===== config.mk =====
export PLATFORM = sky130hd
export DESIGN_NAME = irq_agg
export DESIGN_NICKNAME = d
export VERILOG_FILES = /design/src/rtl/irq_agg_pkg.sv /design/src/rtl/irq_agg_flags.sv /design/src/rtl/irq_agg_ctl.sv /design/src/rtl/irq_agg_gate.sv /design/src/rtl/irq_agg.sv
export SDC_FILE = /design/constraint.sdc
export NUM_CORES = 1
export LEC_CHECK = 0
export BUFFER_PORTS_ARGS = -buffer_cell sky130_fd_sc_hd__buf_2
export CAP_MARGIN = 15
export CORE_MARGIN = 1.5
export CORE_UTILIZATION = 24
export CTS_CLUSTER_DIAMETER = 80
export CTS_CLUSTER_SIZE = 30
export DETAILED_ROUTE_END_ITERATION = 8
export GPL_TIMING_DRIVEN = 0
export PLACE_DENSITY = 0.46
export SLEW_MARGIN = 20
export SYNTH_ARGS = -nofsm -noshare
export SYNTH_HDL_FRONTEND = slang
export SYNTH_SLANG_ARGS = --single-unit

===== constraint.sdc =====
create_clock -name clk -period 1.25 [get_ports clk]
set_input_delay 0.0625 -clock clk [delete_from_list [all_inputs] [get_ports clk]]
set_output_delay 0.0625 -clock clk [all_outputs]
set_load 0.05 [all_outputs]

===== src/rtl/irq_agg_pkg.sv =====
package irq_agg_pkg;
  localparam int ADDR_FLAGS = 0;
  localparam int ADDR_MASK  = 1;
  localparam int ADDR_CTRL  = 2;
  localparam int REQ_BIT    = 3;
endpackage


===== src/rtl/irq_agg_flags.sv =====
module irq_agg_flags #(
  parameter int N = 8
) (
  input  logic         clk,
  input  logic         rst,
  input  logic [N-1:0] evt,
  input  logic         clr_we,
  input  logic         mask_we,
  input  logic [N-1:0] wdata,
  output logic [N-1:0] flags,
  output logic [N-1:0] mask
);
  for (genvar i = 0; i < N; i++) begin : g_src
    always_ff @(posedge clk) begin
      if (rst)
        flags[i] <= 1'b0;
      else if (evt[i])
        flags[i] <= 1'b1;
      else if (clr_we && wdata[i])
        flags[i] <= 1'b0;
    end
  end

  always_ff @(posedge clk) begin
    if (rst)
      mask <= '0;
    else if (mask_we)
      mask <= wdata;
  end
endmodule


===== src/rtl/irq_agg_ctl.sv =====
module irq_agg_ctl #(
  parameter int LW = 3
) (
  input  logic          clk,
  input  logic          rst,
  input  logic          we,
  input  logic [LW-1:0] wlevel,
  output logic [LW-1:0] level
);
  always_ff @(posedge clk) begin
    if (rst)
      level <= '0;
    else if (we)
      level <= wlevel;
  end
endmodule


===== src/rtl/irq_agg_gate.sv =====
module irq_agg_gate #(
  parameter int LW = 3
) (
  input  logic          clk,
  input  logic          rst,
  input  logic          gie,
  input  logic          req,
  input  logic [LW-1:0] level,
  input  logic [LW-1:0] cpu_ipl,
  output logic          irq
);
  logic take;
  assign take = gie && req && (level != '0) && (level > cpu_ipl);

  always_ff @(posedge clk) begin
    if (rst)
      irq <= 1'b0;
    else
      irq <= take;
  end
endmodule


===== src/rtl/irq_agg.sv =====
module irq_agg
  import irq_agg_pkg::*;
#(
  parameter int N  = 8,
  parameter int DW = 8,
  parameter int AW = 2,
  parameter int LW = 3
) (
  input  logic          clk,
  input  logic          rst,
  input  logic [AW-1:0] bus_addr,
  input  logic          bus_wr,
  input  logic          bus_rd,
  input  logic [DW-1:0] bus_wdata,
  output logic [DW-1:0] bus_rdata,
  input  logic [N-1:0]  evt_i,
  input  logic          ack_i,
  input  logic          gie_i,
  input  logic [LW-1:0] cpu_ipl_i,
  output logic          req_o,
  output logic          irq_o
);
  localparam int PAD = DW - N;

  logic [N-1:0]  flags;
  logic [N-1:0]  mask;
  logic [LW-1:0] level;
  logic          sel_flags, sel_mask, sel_ctrl;
  logic [DW-1:0] rd_mux;
  logic [DW-1:0] ctrl_view;

  assign sel_flags = (bus_addr == AW'(ADDR_FLAGS));
  assign sel_mask  = (bus_addr == AW'(ADDR_MASK));
  assign sel_ctrl  = (bus_addr == AW'(ADDR_CTRL));

  irq_agg_flags #(.N(N)) u_flags (
    .clk     (clk),
    .rst     (rst),
    .evt     (evt_i),
    .clr_we  (bus_wr && sel_flags),
    .mask_we (bus_wr && sel_mask),
    .wdata   (bus_wdata[N-1:0]),
    .flags   (flags),
    .mask    (mask)
  );

  irq_agg_ctl #(.LW(LW)) u_ctl (
    .clk    (clk),
    .rst    (rst),
    .we     (bus_wr && sel_ctrl),
    .wlevel (bus_wdata[LW-1:0]),
    .level  (level)
  );

  assign req_o = |(flags & mask);

  irq_agg_gate #(.LW(LW)) u_gate (
    .clk     (clk),
    .rst     (rst),
    .gie     (gie_i),
    .req     (req_o),
    .level   (level),
    .cpu_ipl (cpu_ipl_i),
    .irq     (irq_o)
  );

  always_comb begin
    ctrl_view = '0;
    ctrl_view[LW-1:0] = level;
    ctrl_view[REQ_BIT] = req_o;
  end

  generate
    if (PAD > 0) begin : g_pad
      always_comb begin
        if (sel_flags)     rd_mux = {{PAD{1'b0}}, flags};
        else if (sel_mask) rd_mux = {{PAD{1'b0}}, mask};
        else if (sel_ctrl) rd_mux = ctrl_view;
        else               rd_mux = '0;
      end
    end else begin : g_nopad
      always_comb begin
        if (sel_flags)     rd_mux = flags;
        else if (sel_mask) rd_mux = mask;
        else if (sel_ctrl) rd_mux = ctrl_view;
        else               rd_mux = '0;
      end
    end
  endgenerate

  always_ff @(posedge clk) begin
    if (rst)
      bus_rdata <= '0;
    else if (bus_rd)
      bus_rdata <= rd_mux;
  end
endmodule


==> metrics.md <==
| Metric | Value |
|---|---|
| Status | `finished, violations left` |
| Failing checks | `setup timing` |
| Post-Synthesis Cell Area | `1360 sq um` |
| Post-DR wirelength/cell | `11.9 um` |
| GP Congestion | `0.721` |
| Rel. slew slack | `66.5%` |
| # nets final | `229` |
| Largest net degree at the start of global routing | `15` |
| Peak Freq | `770 MHz` |
| Clock latency on the worst-skew pair | `0.27 ns` |
| Crit-path max FO | `2` |
| Worst slew pin tran | `0.502 ns` |
| Gr ovfl total | `0` |
| Avg Inst Size Synth | `8.94 sq um` |
| Die Area | `6120 sq um` |
| CTS Buffer Depth | `2` |
| Gr usage total | `10.6%` |
| Worst R2R Path Depth | `4` |
| Count leader, synth | `dfxtp_1` |
| Ys Warns | `0` |
| Initial cell density of the core | `24.8%` |
| Post-layout util | `32.1%` |
| Fin Setup TNS | `-0.0481 ns` |
| Worst setup EP type | `output pin` |
| Design area | `1760 sq um` |
| Antenna Nets Post-Route | `0` |
| RSZ-0062 raised after global routing | `true` |
| Synthesized instance count | `152` |
| Max Cap Viol | `0` |
| Clk_skew | `0.00335 ns` |
| Ant diodes | `0` |
| Synth Flop Type | `dfxtp_1` |
| Area share of the largest cell type after synthesis | `41.3%` |
| Number of I/O port buffers | `34` |
| IO Pins | `37` |
| Max incr delay on CP | `0.34 ns` |
| Hold Path Cell Cnt | `3` |
| Slowest stage cell, crit path | `dfxtp_2` |
| Layout cell share with drive strength beyond 1 | `41.1%` |
| Clk sink count | `28` |
| Minimum clock period | `1.30 ns` |
| Final period util | `104%` |
| Final setup vio count | `1` |
| Vias/cell | `4.21` |
| EDFF count, synth | `0` |
| Post-DP Area | `1620 sq um` |
| Synth unique cells | `28` |
| Top cells by count, synth | `dfxtp_1 (28), inv_1 (22), nor2_1 (18)` |
| Sequential area share after synthesis | `41.3%` |
| Async SR Flop Fraction | `0%` |
| Area contributors post-synth | `dfxtp_1 (41%), mux2i_1 (10%), inv_1 (6.1%)` |
| Residual DRC | `0` |
| CP Launch Type | `register` |
| Mapped Nets | `182` |
| Core area | `5470 sq um` |
| First-pass GRT wire length | `5020 um` |
| Power per cell area | `1020 nW/um^2` |
| CTS root buf | `clkbuf_8` |
| Worst setup margin | `-0.0481 ns` |
| CP Class | `reg -> out` |
| Most area-hungry cell type in the Yosys netlist | `dfxtp_1` |
| Critical Path AT | `1.24 ns` |
| Hold Crit Class | `in -> reg` |
| Routed WL | `3200 um` |
| Clock-pin slew on the worst setup and hold paths | `0.09 ns` |
| #FFs+latches synth | `28` |
| Inserted Clock Buffers | `3` |
| Post-Place Worst Slack | `0.0133 ns` |
| Die X | `78.2 um` |
| Endpoints failing hold | `0` |
| Initial DRC count | `32` |
| Vias | `1133` |
| Pre-antenna DRT Iters | `4` |
| CP Data Required Time | `1.19 ns` |
| Die height | `78.2 um` |
| Layout area overhead | `29.5%` |
| Cells along the critical path | `a22oi_2, and4_4, inv_2, buf_6` |
| Worst VDD drop | `0.000331 V` |
| Std-Cell Rows | `27` |
| Vias in the first global route | `1048` |
| Number of H-tree levels | `1` |
| Leakage | `0.864 nW` |
| CTS tree | `yes` |
| Count of pins over their slew limit | `0` |
| DP Wirelength | `2370 um` |
| Initial antenna violation count | `0` |
## final timing paths
path                                  startpoint               end  slack, ns
worst max-delay path            u_flags.flags[6]             req_o      -0.05
worst min-delay path                    evt_i[0]  u_flags.flags[0]      0.003
worst max register to register    u_ctl.level[1]        u_gate.irq       0.12
worst min register to register      bus_rdata[2]      bus_rdata[2]       0.49
## worst max-delay path, delay by kind of cell, from the launching register on
family,cells,cell delay [ns]
compound gates,1,0.18
simple gates,1,0.26
flops,1,0.34
buf+inv,2,0.18
## layer usage
metal / part of all wire [%] / track usage, %
met4: 1.5 / 3.75
met3: 3.8 / 1.51
met1: 50 / 13.7
met2: 44 / 17.9
met5: 0 / 0
## sequential cells by signal (all words and copies together), names as in the netlist
register,flops
bus_rdata,8
u_flags.flags,8
u_flags.mask,8
u_ctl.level,3
u_gate.irq,1
## where the power goes
group	internal, W	switching [W]	total, W
Sequential	0.000935	0.0000326	0.000968
Clock	0.000217	0.000279	0.000496
Combinational	0.000153	0.000181	0.000334
Total	0.00130	0.000493	0.00180
## metrics by stage
step                      std cells  hold slack (ns)  total power (W)
final                           269          0.00276          0.00180
after global routing            269          0.00226          0.00189
after CTS                       268          0.00468          0.00181
after detailed placement        258            0.301          0.00128
after global placement          258            0.297          0.00128
after floorplan                 152            0.192          0.00118
## logic make-up after synthesis
| group | share of synthesized area (%) |
|---|---|
| fa+ha+maj | 2.76 |
| mux | 14.5 |
| flops | 41.3 |
| simple gates | 15.7 |
| buf+inv | 9.58 |
| compound gates | 16.2 |
## repair_timing
action	in CTS	in global routing
buffers inserted	6	1
setup endpoints to repair	1	2
pin swaps	2	3
hold buffers	1	0
hold endpoints to repair	1	0
gates resized for setup	12	4
## placed cells by master, fill, tap and decap left out, types with 4 or more instances in the layout
cell type  instances
o21ai_2            8
dfxtp_1           20
buf_2             35
clkbuf_1           4
mux2i_1           14
dfxtp_2            8
a21oi_1           12
mux2_2             5
buf_4              7
nor2_1            18
inv_1             21
nor2b_1            4
## final cells by class
| class | instances | area, sq um |
|---|---|---|
| fillers | 611 | 3710 |
| multi-input cells | 94 | 688 |
| flip-flops and latches | 28 | 571 |
| repair buffers | 42 | 239 |
| well taps | 72 | 90.1 |
| inverters | 22 | 82.6 |
| plain buffers | 8 | 47.5 |
| clock buffers | 3 | 41.3 |
(Power assumes the default switching activity.)
